File: config.mk
export PLATFORM = sky130hd
export DESIGN_NAME = sram_tester
export DESIGN_NICKNAME = d
export VERILOG_FILES = /design/src/rtl/sram_tester_pkg.sv /design/src/rtl/sram_step_timer.sv /design/src/rtl/sram_seq_ctrl.sv /design/src/rtl/sram_pin_drive.sv /design/src/rtl/sram_result.sv /design/src/rtl/sram_tester.sv
export SDC_FILE = /design/constraint.sdc
export NUM_CORES = 1
export LEC_CHECK = 0
export ABC_CLOCK_PERIOD_IN_PS = 6100
export CAP_MARGIN = 20
export CORE_UTILIZATION = 40
export DETAILED_ROUTE_END_ITERATION = 10
export DONT_BUFFER_PORTS = 1
export SLEW_MARGIN = 20
export SYNTH_ARGS = -nofsm -noshare
export SYNTH_HDL_FRONTEND = slang
export SYNTH_HIERARCHICAL = 1
export SYNTH_SLANG_ARGS = --single-unit
File: constraint.sdc
create_clock -name clk -period 6.1 [get_ports clk]
set_input_delay 0.61 -clock clk [delete_from_list [all_inputs] [get_ports clk]]
set_output_delay 0.61 -clock clk [all_outputs]
set_load 0.01 [all_outputs]
File: src/rtl/sram_tester_pkg.sv
package sram_tester_pkg;

  localparam int ADDR_W = 11;
  localparam int DATA_W = 8;

  localparam int FILL_N = ADDR_W + 1;
  localparam int LINE_N = DATA_W * 4;
  localparam int CE_OPS = 3;
  localparam int OE_OPS = 2;
  localparam int MAX_OPS = (LINE_N > 2 * FILL_N) ? LINE_N : 2 * FILL_N;
  localparam int IDX_W = $clog2(MAX_OPS);

  localparam logic [DATA_W-1:0] D_ONES = {DATA_W{1'b1}};
  localparam logic [ADDR_W-1:0] A_ONES = {ADDR_W{1'b1}};
  localparam logic [DATA_W-1:0] D_ALT_LO = {(DATA_W/2){2'b01}};
  localparam logic [DATA_W-1:0] D_ALT_HI = {(DATA_W/2){2'b10}};

  typedef logic [2:0] phase_t;
  localparam phase_t PH_NONE = 3'd0;
  localparam phase_t PH_LINE = 3'd1;
  localparam phase_t PH_FILL = 3'd2;
  localparam phase_t PH_CE   = 3'd3;
  localparam phase_t PH_OE   = 3'd4;

  typedef struct packed {
    logic              wr;
    logic              ce_n;
    logic              oe_n;
    logic [ADDR_W-1:0] addr;
    logic [DATA_W-1:0] data;
    logic [DATA_W-1:0] mask;
  } op_t;

  // thermometer address: i ones filled from the LSB
  function automatic logic [ADDR_W-1:0] therm_addr(int i);
    return A_ONES >> (ADDR_W - i);
  endfunction

  // rising thermometer up to all ones, then zeros shift in from the LSB
  function automatic logic [DATA_W-1:0] therm_data(int i);
    if (i <= DATA_W) return D_ONES >> (DATA_W - i);
    return D_ONES << (i - DATA_W);
  endfunction

  function automatic int ops_in_phase(phase_t ph);
    case (ph)
      PH_LINE: return LINE_N;
      PH_FILL: return 2 * FILL_N;
      PH_CE:   return CE_OPS;
      PH_OE:   return OE_OPS;
      default: return 1;
    endcase
  endfunction

  function automatic logic byte_miscompare(logic [DATA_W-1:0] got,
                                           logic [DATA_W-1:0] want,
                                           logic [DATA_W-1:0] mask);
    return |((got ^ want) & mask);
  endfunction

  function automatic op_t op_decode(phase_t ph, int idx, logic [ADDR_W-1:0] chk);
    op_t o;
    int  ln;
    int  sub;
    o      = '0;
    o.mask = D_ONES;
    case (ph)
      PH_LINE: begin
        ln     = idx / 4;
        sub    = idx % 4;
        o.wr   = (sub % 2) == 0;
        o.mask = DATA_W'(1) << ln;
        o.data = (sub >= 2) ? o.mask : '0;
      end
      PH_FILL: begin
        if (idx < FILL_N) begin
          o.wr   = 1'b1;
          o.addr = therm_addr(idx);
          o.data = therm_data(idx);
        end else begin
          o.addr = therm_addr(idx - FILL_N);
          o.data = therm_data(idx - FILL_N);
        end
      end
      PH_CE: begin
        o.addr = chk;
        case (idx)
          0:       begin o.wr = 1'b1; o.data = D_ALT_LO; end
          1:       begin o.wr = 1'b1; o.data = D_ALT_HI; o.ce_n = 1'b1; end
          default: begin o.data = D_ALT_LO; end
        endcase
      end
      PH_OE: begin
        o.addr = chk;
        if (idx == 0) begin
          o.wr = 1'b1;
        end else begin
          o.oe_n = 1'b1;
          o.data = DATA_W'(1);
          o.mask = DATA_W'(1);
        end
      end
      default: o = '0;
    endcase
    return o;
  endfunction

endpackage

File: src/rtl/sram_step_timer.sv
module sram_step_timer #(
  parameter int STEP_CYCLES = 2
) (
  input  logic clk,
  input  logic rst_n,
  input  logic run,
  input  logic clear,
  output logic step_last
);
  localparam int CNT_W = (STEP_CYCLES > 1) ? $clog2(STEP_CYCLES) : 1;

  logic [CNT_W-1:0] cnt_q;

  assign step_last = run && (cnt_q == CNT_W'(STEP_CYCLES - 1));

  always_ff @(posedge clk or negedge rst_n) begin
    if (!rst_n)                           cnt_q <= '0;
    else if (clear || !run || step_last)  cnt_q <= '0;
    else                                  cnt_q <= cnt_q + 1'b1;
  end
endmodule

File: src/rtl/sram_seq_ctrl.sv
module sram_seq_ctrl
  import sram_tester_pkg::*;
#(
  parameter logic [ADDR_W-1:0] CHK_ADDR = 11'h03F
) (
  input  logic              clk,
  input  logic              rst_n,
  input  logic              start,
  input  logic              step_last,
  input  logic              mismatch,
  output logic              running,
  output logic              start_ok,
  output phase_t            phase,
  output logic [1:0]        step,
  output logic              op_wr,
  output logic              op_ce_n,
  output logic              op_oe_n,
  output logic [ADDR_W-1:0] op_addr,
  output logic [DATA_W-1:0] op_data,
  output logic [DATA_W-1:0] op_mask,
  output logic              finish_ok
);
  logic             run_q;
  phase_t           phase_q;
  logic [IDX_W-1:0] idx_q;
  logic [1:0]       step_q;
  op_t              op;
  logic [1:0]       last_step;
  logic             op_last;
  logic             op_end;

  assign op        = op_decode(phase_q, int'(idx_q), CHK_ADDR);
  assign last_step = op.wr ? 2'd3 : 2'd1;
  assign op_last   = int'(idx_q) == ops_in_phase(phase_q) - 1;
  assign op_end    = run_q && step_last && !mismatch && (step_q == last_step);
  assign finish_ok = op_end && op_last && (phase_q == PH_OE);
  assign start_ok  = start && !run_q;

  assign running = run_q;
  assign phase   = phase_q;
  assign step    = step_q;
  assign op_wr   = op.wr;
  assign op_ce_n = op.ce_n;
  assign op_oe_n = op.oe_n;
  assign op_addr = op.addr;
  assign op_data = op.data;
  assign op_mask = op.mask;

  always_ff @(posedge clk or negedge rst_n) begin
    if (!rst_n) begin
      run_q   <= 1'b0;
      phase_q <= PH_NONE;
      idx_q   <= '0;
      step_q  <= '0;
    end else if (start_ok) begin
      run_q   <= 1'b1;
      phase_q <= PH_LINE;
      idx_q   <= '0;
      step_q  <= '0;
    end else if (run_q && step_last) begin
      if (mismatch) begin
        run_q <= 1'b0;
      end else if (step_q == last_step) begin
        step_q <= '0;
        if (op_last) begin
          idx_q <= '0;
          if (phase_q == PH_OE) run_q <= 1'b0;
          else                  phase_q <= phase_q + 3'd1;
        end else begin
          idx_q <= idx_q + 1'b1;
        end
      end else begin
        step_q <= step_q + 2'd1;
      end
    end
  end
endmodule

File: src/rtl/sram_pin_drive.sv
module sram_pin_drive
  import sram_tester_pkg::*;
(
  input  logic              running,
  input  logic [1:0]        step,
  input  logic              op_wr,
  input  logic              op_ce_n,
  input  logic              op_oe_n,
  input  logic [ADDR_W-1:0] op_addr,
  input  logic [DATA_W-1:0] op_data,
  output logic              ce_n,
  output logic              oe_n,
  output logic              we_n,
  output logic [ADDR_W-1:0] addr,
  output logic [DATA_W-1:0] dq_out,
  output logic              dq_oe,
  output logic              hold_step,
  output logic              sample_step
);
  always_comb begin
    ce_n        = 1'b0;
    oe_n        = 1'b0;
    we_n        = 1'b1;
    addr        = '0;
    dq_out      = '0;
    dq_oe       = 1'b0;
    hold_step   = 1'b0;
    sample_step = 1'b0;
    if (running) begin
      ce_n = op_ce_n;
      oe_n = op_oe_n;
      addr = op_addr;
      if (op_wr) begin
        // step 0 address, 1 enable low, 2 data on, 3 enable high with data held
        we_n      = !(step == 2'd1 || step == 2'd2);
        dq_oe     = step[1];
        dq_out    = step[1] ? op_data : '0;
        hold_step = step == 2'd3;
      end else begin
        sample_step = step == 2'd1;
      end
    end
  end
endmodule

File: src/rtl/sram_result.sv
module sram_result
  import sram_tester_pkg::*;
(
  input  logic              clk,
  input  logic              rst_n,
  input  logic              start_ok,
  input  logic              sample_strobe,
  input  logic              finish_ok,
  input  phase_t            phase,
  input  logic [ADDR_W-1:0] op_addr,
  input  logic [DATA_W-1:0] op_data,
  input  logic [DATA_W-1:0] op_mask,
  input  logic [DATA_W-1:0] dq_in,
  output logic              mismatch,
  output logic              done,
  output logic              fail,
  output phase_t            fail_phase,
  output logic [ADDR_W-1:0] fail_addr
);
  assign mismatch = sample_strobe && byte_miscompare(dq_in, op_data, op_mask);

  always_ff @(posedge clk or negedge rst_n) begin
    if (!rst_n) begin
      done       <= 1'b0;
      fail       <= 1'b0;
      fail_phase <= PH_NONE;
      fail_addr  <= '0;
    end else if (start_ok) begin
      done       <= 1'b0;
      fail       <= 1'b0;
      fail_phase <= PH_NONE;
      fail_addr  <= '0;
    end else if (mismatch) begin
      done       <= 1'b1;
      fail       <= 1'b1;
      fail_phase <= phase;
      fail_addr  <= op_addr;
    end else if (finish_ok) begin
      done <= 1'b1;
    end
  end
endmodule

File: src/rtl/sram_tester.sv
module sram_tester
  import sram_tester_pkg::*;
#(
  parameter int                STEP_CYCLES = 2,
  parameter logic [ADDR_W-1:0] CHK_ADDR    = 11'h03F
) (
  input  logic              clk,
  input  logic              rst_n,
  input  logic              start,
  output logic              ram_ce_n,
  output logic              ram_oe_n,
  output logic              ram_we_n,
  output logic [ADDR_W-1:0] ram_addr,
  output logic [DATA_W-1:0] ram_dq_out,
  output logic              ram_dq_oe,
  input  logic [DATA_W-1:0] ram_dq_in,
  output logic              done,
  output logic              fail,
  output logic [2:0]        fail_phase,
  output logic [ADDR_W-1:0] fail_addr
);
  logic              running;
  logic              start_ok;
  logic              step_last;
  logic              mismatch;
  logic              finish_ok;
  logic              hold_step;
  logic              sample_step;
  logic              sample_strobe;
  phase_t            phase;
  logic [1:0]        step;
  logic              op_wr;
  logic              op_ce_n;
  logic              op_oe_n;
  logic [ADDR_W-1:0] op_addr;
  logic [DATA_W-1:0] op_data;
  logic [DATA_W-1:0] op_mask;

  assign sample_strobe = sample_step && step_last;

  sram_step_timer #(.STEP_CYCLES(STEP_CYCLES)) u_timer (
    .clk       (clk),
    .rst_n     (rst_n),
    .run       (running),
    .clear     (start_ok),
    .step_last (step_last)
  );

  sram_seq_ctrl #(.CHK_ADDR(CHK_ADDR)) u_seq (
    .clk       (clk),
    .rst_n     (rst_n),
    .start     (start),
    .step_last (step_last),
    .mismatch  (mismatch),
    .running   (running),
    .start_ok  (start_ok),
    .phase     (phase),
    .step      (step),
    .op_wr     (op_wr),
    .op_ce_n   (op_ce_n),
    .op_oe_n   (op_oe_n),
    .op_addr   (op_addr),
    .op_data   (op_data),
    .op_mask   (op_mask),
    .finish_ok (finish_ok)
  );

  sram_pin_drive u_pins (
    .running     (running),
    .step        (step),
    .op_wr       (op_wr),
    .op_ce_n     (op_ce_n),
    .op_oe_n     (op_oe_n),
    .op_addr     (op_addr),
    .op_data     (op_data),
    .ce_n        (ram_ce_n),
    .oe_n        (ram_oe_n),
    .we_n        (ram_we_n),
    .addr        (ram_addr),
    .dq_out      (ram_dq_out),
    .dq_oe       (ram_dq_oe),
    .hold_step   (hold_step),
    .sample_step (sample_step)
  );

  sram_result u_res (
    .clk           (clk),
    .rst_n         (rst_n),
    .start_ok      (start_ok),
    .sample_strobe (sample_strobe),
    .finish_ok     (finish_ok),
    .phase         (phase),
    .op_addr       (op_addr),
    .op_data       (op_data),
    .op_mask       (op_mask),
    .dq_in         (ram_dq_in),
    .mismatch      (mismatch),
    .done          (done),
    .fail          (fail),
    .fail_phase    (fail_phase),
    .fail_addr     (fail_addr)
  );
endmodule

### Yosys cells after proc, flatten, opt, wreduce, memory -nomap -nowiden

Cells that the tools add are included.

* bits in registers: 28
* input port bits: 11
* output and inout bits: 39
* logic and storage cells: 149

* $add $sub $neg: 12
* order comparisons: 4
* eq/ne operators: 11
* shift-type cells: 7
* muxes and demuxes: 70
* bitwise gates (word level): 2
* reductions and logical operators: 34

Operator list (number)
* 2-to-1 mux 8 bit: 9
* left shift 8 x 32 -> 8 bit (first input constant): 2
* >> shifter 11 x 32 -> 11 bit (first input constant): 2
* >> shifter 8 x 32 -> 8 bit (first input constant): 2
* subtractor 5 x 32 -> 32 bit (first input constant): 2
* 2-to-1 mux 1 bit: 33
* 2-to-1 mux 11 bit: 3
* equality test 6 x 32 -> 1 bit: 1
* <= comparator 32 x 5 -> 1 bit (second input constant): 1
* logical NOT 32 bit: 1
* one-hot mux 8 bit (4 select lines): 1
* subtractor 32 x 5 -> 32 bit (second input constant): 1
* 2-to-1 mux 5 bit: 5
* 2-to-1 mux 3 bit: 8
* one-hot mux 6 bit (4 select lines): 1
* one-hot mux 8 bit (3 select lines): 1
* one-hot mux 11 bit (2 select lines): 1
* 2-to-1 mux 19 bit: 1
* nonzero test 3 bit: 4
* subtractor 4 x 5 -> 6 bit (first input constant): 2
* subtractor 5 x 4 -> 6 bit (second input constant): 2
* logical NOT 5 bit: 2
* 2-to-1 mux 2 bit: 5
* logical AND 1 bit: 9
* other kinds (30): 41

### Logic depth before layout (Yosys ltp)

Gate-level depths: netlist of run 1.

* depth after elaboration: 20
* depth in mapped cells: 25
* mapped depth without buffers: 21

### Cells and area by module

The synthesis of run 1 kept the hierarchy.

Modules (own cells, without submodules)
* sram_seq_ctrl: instances 1, cells each 311, area each 2297.2 sq um, sequential area each 275.3 sq um
* sram_result: instances 1, cells each 79, area each 844.6 sq um, sequential area each 400.4 sq um
* sram_pin_drive: instances 1, cells each 31, area each 246.5 sq um, sequential area each 0.0 sq um
* sram_step_timer: instances 1, cells each 3, area each 45.0 sq um, sequential area each 25.0 sq um
* sram_tester: instances 1, cells each 1, area each 6.3 sq um, sequential area each 0.0 sq um

### Worst setup path after synthesis of run 1

No wires, ideal clock.

* kind: reg2reg
* start point: register u_seq.idx_q[4]
* end point: register u_seq.phase_q[2], in the netlist u_seq/phase[2]
* library setup time: 125 ps
* data arrival time: 4919 ps
* data required time: 5975 ps
* slack: 1056 ps
* stages on the path, launching flop included: 25
* buffers on the path: 5
* clock period less this slack: 5044 ps
* path through: dfrtp_1 buf_4 clkbuf_1 inv_1 ha_1 a21oi_2 inv_1 ha_1 clkbuf_1 inv_1 mux2_2 and3b_1 nor2_1 o32ai_2 xor2_1 a22oi_2 a41oi_4 buf_8 and4b_1 nand2_1 or4_4 nand3_2 buf_6 nand2_4 mux2_4

* word-level cells in the longest chain between the ends: 14
* elaborated cells on any way between the ends: 51
* classes of those cells: add/sub: 5; order compare: 3; eq/ne: 4; shift: 5; mux: 23; bitwise: 2; reduce/logical: 9

Ends and longest elaborated chain
* from (decl): line sram_seq_ctrl.sv:25 `logic [IDX_W-1:0] idx_q;`
* from (signal assigned): line sram_seq_ctrl.sv:70 `idx_q <= idx_q + 1'b1;`
* parallel branches: the longest is 7 deep, another holds subtractor 5 x 32 -> 32 bit
* one-hot mux 8 bit (4 select lines) *: line sram_tester_pkg.sv:67 `case (ph)`
* named net op_data[7]: line sram_tester.sv:36 `logic [DATA_W-1:0] op_data;`
* bitwise XOR 8 bit *: line sram_tester_pkg.sv:58 `return |((got ^ want) & mask);`
* bitwise AND 8 bit *: line sram_tester_pkg.sv:58
* OR reduction 8 bit *: line sram_tester_pkg.sv:58
* logical AND 1 bit *: line sram_result.sv:20 `assign mismatch = sample_strobe && byte_miscompare(dq_in, op_data, op_mask);`
* named net mismatch: line sram_tester.sv:25 `logic mismatch;`
* != test 2 bit (no source line) *
* AND reduction 5 bit (no source line) *
* to (signal assigned): line sram_seq_ctrl.sv:68 `else phase_q <= phase_q + 3'd1;`
* to (decl): line sram_seq_ctrl.sv:24 `phase_t phase_q;`

Mark *: on every way through the listed nets, which the timed path passes. The select of a mux whose other input is x is not followed.
A chain may end at the register's enable or synchronous reset.

### Worst setup path in the final report of run 1

* start point: register u_seq.idx_q[2]
* end point: register u_seq.idx_q[4]

* word-level cells in the longest chain between the ends: 14
* elaborated cells on any way between the ends: 56
* classes of those cells: add/sub: 6; order compare: 3; eq/ne: 4; shift: 5; mux: 28; bitwise: 2; reduce/logical: 8

Ends and longest elaborated chain (line)
* parallel branches: the longest is 7 deep, another holds subtractor 5 x 32 -> 32 bit
* one-hot mux 8 bit (4 select lines) *: sram_tester_pkg.sv:67
* named net op_data[5]: sram_tester.sv:36
* bitwise XOR 8 bit *: sram_tester_pkg.sv:58
* bitwise AND 8 bit *: sram_tester_pkg.sv:58
* OR reduction 8 bit *: sram_tester_pkg.sv:58
* logical AND 1 bit *: sram_result.sv:20
* named net mismatch: sram_tester.sv:25
* != test 2 bit (no source line) *
* AND reduction 3 bit (no source line) *

Marks and branches as above.

==> metrics.cfg, run 1 <==
[clock_network]
postCtsSetupRepairBufs = 0
clock_path_buffers = 2
tritoncts = done
clock-sinks = 28
cts-root-buf = clkbuf_8
cts-htree-levels = 1
worstSkewPairLatency_ps = 290
cts.clk_slew.worst_paths_ps = 100
cts_buffers = 3

[synth]
synth_fp_nets = 461
synth.avg_cell_area_um2 = 8.08
synth_area_mm2 = 0.00342
ys.warnings.count = 6
synthCells = 423

[worst_setup_path]
critPathRequiredTime_ps = 6290
cp_cell_sequence = ha_1 -> inv_1 -> ha_1 -> ha_1 -> ha_1 -> nand3b_1 -> a31oi_1 -> o21ai_0 -> o21ai_0 -> a22oi_1 -> o32ai_1 -> xor2_1 -> a22oi_2 -> a41oi_4 -> and4b_1 -> nand2_1 -> or4_4 -> nand3_2 -> nand2b_1 -> o32ai_1
critPathSlowestCell = dfrtp_1
startpoint = u_seq/idx_q[2]$_DFFE_PN0P_
start_kind = register
crit_path_end_kind = register
reg2reg_depth = 20
cpMostUsedCell = ha_1
crit_fanout = 16
slowest_delay_ps = 750
arrival_ps = 5650
worstSetupPathType = register to register
r2r_start = u_seq/idx_q[2]$_DFFE_PN0P_

[drt]
firstDrtPassIters = 5
ant_nets = 0
avgRoutedWirePerCell_um = 17.5
via_per_inst = 5.94
wl_um = 8970
drtIter0Drc = 201
vias = 3047
drc_errors = 0

[placed_design]
place_inst = 507
gp_congestion = 0.911
io_buffer_count = 0
dpl.hpwl_um = 6650

[layout]
n_fill_cell = 861
layout.cells.non_filler = 513
diodes = 0
fin_nets = 447
post-route-util_pct = 42.7
area_growth_pct = 3.07
drive_above_1_share_pct = 12.0

[grt]
grt_pass1_wl_um = 14500
grt_overflow_total = 0
antenna_found_initial = 0
grt_pass1_vias = 2888
grt_max_degree = 34
grt_usage_pct = 20.8

[floorplan]
die-area_mm2 = 0.00892
initial_core_util_pct = 41.4
core_mm2 = 0.00826
die_h_um = 94.5
rows = 33
die_w_um = 94.5
ios = 50

[pwr]
peakVddDrop_v = 0.000138
power_frac_seq_pct = 27.5
cellPowerDensity_mw_per_mm2 = 310
leakage_nw = 1.51
swShare_pct = 49.3
switchingPower_mw = 0.538
power_frac_clock_pct = 13.9
p_int_mw = 0.553
pwr-share-comb_pct = 58.6

[sta]
fin_tns_setup_ps = 0
final-setup-viol-count = 0
fin_crit_sh_pct = 89.4
final_hold_viol_count = 0
min_period_ps = 5460
worst_pin_slew_ps = 848
fin_skew_ps = 8.60
max_freq_mhz = 183
rsz0062_at_grt = false
slew_violations = 0
whs_ps = 446
maxSlewHeadroom_pct = 43.4

[min_path]
hold_depth = 1
min-delay-path-class = register to register
min_from = u_timer/cnt_q$_DFF_PN0_

[job]
cap_violations = 0

[run_status]
status = completed

-- metrics by stage --
step / total power, mW / setup WS, ps / cell area [um^2]
5_1_grt: 1.18 / 276 / 3520
3_3_place_gp: 0.919 / 880 / 3430
6_report: 1.09 / 645 / 3520
3_5_place_dp: 0.929 / 753 / 3430
2_1_floorplan: 0.810 / 1060 / 3420
4_1_cts: 1.09 / 709 / 3510
-- worst paths after layout --
path / end / slack (ps)
setup / recovery: u_seq/idx_q[4]$_DFFE_PN0P_ / 640
hold / removal: u_timer/cnt_q$_DFF_PN0_ / 450
setup reg to reg: u_seq/idx_q[4]$_DFFE_PN0P_ / 640
hold reg to reg: u_timer/cnt_q$_DFF_PN0_ / 450
max in group asynchronous: u_res/fail_addr[6]$_DFFE_PN0P_ / 4800
min in group asynchronous: u_res/fail$_DFFE_PN0P_ / 750
-- metal layers --
metal	GRT usage (%)	vias up	wire, um
li1	-	1477	-
met1	29.7	1452	4310
met2	33.0	105	4090
met3	1.85	13	399
met4	6.82	0	171
met5	0	-	0
-- sequential cells by signal, summed over array words and instances (netlist names) --
signal            cells
u_res/fail_addr      11
u_seq/step            2
u_seq/phase           3
u_timer/cnt_q         1
u_res/fail_phase      3
u_res/fail            1
u_res/done            1
u_seq/idx_q           5
u_seq/running         1
-- final cells by class --
type	instances	area, um^2	share of cell area [%]
Sequential cell	28	701	19.9
Multi-Input combinational cell	345	2470	70.2
Tap cell	105	131	3.73
Inverter	24	90.1	2.56
Clock buffer	3	41.3	1.17
Clock inverter	1	30.0	0.852
Timing Repair Buffer	7	57.6	1.63
-- worst max-delay path, delay by kind of cell, from the launching register on --
family,cells,cell delay [ps]
AOI/OAI and AO/OA,8,1840
and+or+nand+nor,6,1310
adders and majority gates,4,1260
DFF,1,750
xor gates and xnor gates,1,140
buffers and inverters,1,60
-- repair_timing --
action,CTS,global route
resized for setup,0,0
hold endpoints to repair,16,12
hold buffers,1,1
-- power groups by stage --
stage	combinational (mW)	sequential, mW	clock, mW
global placement	0.619	0.300	0
CTS	0.632	0.300	0.156
floorplan	0.540	0.270	0
global route	0.708	0.309	0.164
detailed placement	0.627	0.303	0
finish	0.640	0.300	0.152
-- cell usage in the layout (no fill, tap or decap), types with 7 or more instances in the layout --
cell type / n
inv_1: 22
nand2_1: 57
and2_1: 14
nor3_1: 9
mux2i_1: 17
xor2_1: 12
nand2b_1: 9
xnor2_1: 7
nor2_1: 30
dfrtp_1: 28
ha_1: 27
a21o_1: 7
a31oi_1: 9
o21ai_0: 14
a21oi_1: 16
nand3_1: 8
Power figures use the tool's default switching activity.
==> run 2, diff against run 1 <==
ABC_CLOCK_PERIOD_IN_PS = 6400   (was 6100)
clock period = 6.4 ns   (was 6.1 ns; I/O delays follow)
==> run 2 against run 1 <==
  * Total power is 9.9% lower
  * Critical path depth did not move
  * Clock power shrank 37%
  * First-iteration DRC count grew 14%
  * Clock-buffer cell count unchanged
  * Critical endpoint unchanged
==> metrics.cfg, run 2 (synthesis gave the netlist of run 1 again) <==
[pwr]
power_frac_seq_pct = 29.0
pwr-share-comb_pct = 61.3
p_int_mw = 0.485
leakage_nw = 1.48
peakVddDrop_v = 0.000175
switchingPower_mw = 0.498
cellPowerDensity_mw_per_mm2 = 284
power_mw = 0.984
power_frac_clock_pct = 9.7
swShare_pct = 50.7

[grt]
grt_overflow_total = 0
grt_max_degree = 34
antenna_found_initial = 0
grt_usage_pct = 20.1
grt_pass1_wl_um = 14200
grt_pass1_vias = 2773

[clock_network]
cts-htree-levels = 1
ctsHoldBuffers = 0
clock-sinks = 28
cts-resized-gates = 0
cts_buffers = 3
worstSkewPairLatency_ps = 280
cts-root-buf = clkbuf_8
cts.clk_slew.worst_paths_ps = 100
tritoncts = done
postCtsSetupRepairBufs = 0
clock_path_buffers = 2

[drt]
via_per_inst = 5.90
met1_length_um = 4190
highest_layer = met4
met2_length_um = 3940
ant_nets = 0
vias = 3003
drc_errors = 0
drtIter0Drc = 230
wl_um = 8730
avgRoutedWirePerCell_um = 17.1
firstDrtPassIters = 5
wl_met3_um = 504

[layout]
largest_reg_flops = 11
final_cell_mix = nand2_1 (57), nor2_1 (30), dfrtp_1 (28), ha_1 (27), inv_1 (22)
regMostFlops = u_res/fail_addr
final_common_cell = nand2_1
diodes = 0
fin_nets = 444
reg_top3 = u_res/fail_addr x11, u_seq/idx_q x5
drive_above_1_share_pct = 11.6
post-route-util_pct = 42.0
area_growth_pct = 1.39

[floorplan]
core_mm2 = 0.00826
die-area_mm2 = 0.00892
rows = 33
ios = 50
initial_core_util_pct = 41.4
die_w_um = 94.5
die_h_um = 94.5

[placed_design]
gp_congestion = 0.873
io_buffer_count = 0
dpl.hpwl_um = 6520

[job]
cap_violations = 0

[sta]
slew_violations = 0
fin_tns_setup_ps = 0
final_hold_viol_count = 0
rsz0062_at_grt = false
fin_crit_sh_pct = 83.7
fin_skew_ps = 9.29
final-setup-viol-count = 0
max_freq_mhz = 187
maxSlewHeadroom_pct = 34.0
worst_pin_slew_ps = 988
min_period_ps = 5360

[worst_setup_path]
crit_path_end_kind = register
reg2reg_depth = 20
reg2reg_slack_ps = 1040
start_kind = register
crit_fanout = 16
worstSetupPathType = register to register
arrival_ps = 5540
critPathRequiredTime_ps = 6580

[min_path]
min-delay-path-class = primary input to asynchronous set/reset pin

[run_status]
status = completed

==> run 2: changes by cell type in the layout (fill, tap and decap cells not counted) <==
| cell | previous run | this run |
|---|---|---|
| bufinv_16 | 1 | 0 |
| dlygate4sd3_1 | 2 | 0 |
| buf_4 | 5 | 4 |
==> run 2: critical path: stages (launching register included) <==
cell and delay [ps]:
dfrtp_1 740, ha_1 360, inv_1 60, ha_1 390, ha_1 230, ha_1 260, nand3b_1 120, a31oi_1 270
o21ai_0 120, o21ai_0 170, a22oi_1 100, o32ai_1 490, xor2_1 150, a22oi_2 250, a41oi_4 150, and4b_1 290
nand2_1 60, or4_4 420, nand3_2 250, nand2b_1 130, o32ai_1 260
==> run 2: final cells by class <==
class                      count  area (um^2)
fill                         837         4790
multi-input combinational    345         2470
sequential                    28          701
tap                          105          131
inverter                      24         90.1
clock buffer                   3         41.3
timing repair buffer           4         30.0
==> run 2: path summary, 6_finish.rpt <==
check / to / from
max: u_seq/idx_q[4]$_DFFE_PN0P_ / u_seq/idx_q[2]$_DFFE_PN0P_
min: u_res/fail_addr[8]$_DFFE_PN0P_ / rst_n
max reg2reg: u_seq/idx_q[4]$_DFFE_PN0P_ / u_seq/idx_q[2]$_DFFE_PN0P_
min reg2reg: u_timer/cnt_q$_DFF_PN0_ / u_timer/cnt_q$_DFF_PN0_
max in group asynchronous: u_seq/idx_q[3]$_DFFE_PN0P_ / rst_n
min in group clk: u_timer/cnt_q$_DFF_PN0_ / u_timer/cnt_q$_DFF_PN0_
==> run 2: through the flow <==
step / instances / area, um^2 / setup slack (ps) / hold slack (ps)
4_1_cts: 509 / 3470 / 1090 / 36.8
5_1_grt: 509 / 3470 / 695 / 27.5
6_report: 509 / 3470 / 1040 / 44.8
2_1_floorplan: 423 / 3420 / 1360 / 344
3_3_place_gp: 506 / 3430 / 1300 / 345
3_5_place_dp: 506 / 3430 / 1140 / 345
==> run 2: power groups by stage <==
stage               registers (mW)  clock network (mW)  logic, mW
detailed placement           0.287                   0      0.594
global route                 0.293               0.107      0.666
global placement             0.286                   0      0.589
floorplan                    0.257                   0      0.515
finish                       0.285              0.0955      0.603
CTS                          0.284               0.102      0.597
==> run 2: routing by layer <==
metal / GRT usage (%) / up-vias
met2: 32.0 / 104
met4: 4.04 / 0
met5: 0 / -
li1: - / 1470
met1: 29.4 / 1421
met3: 1.77 / 8
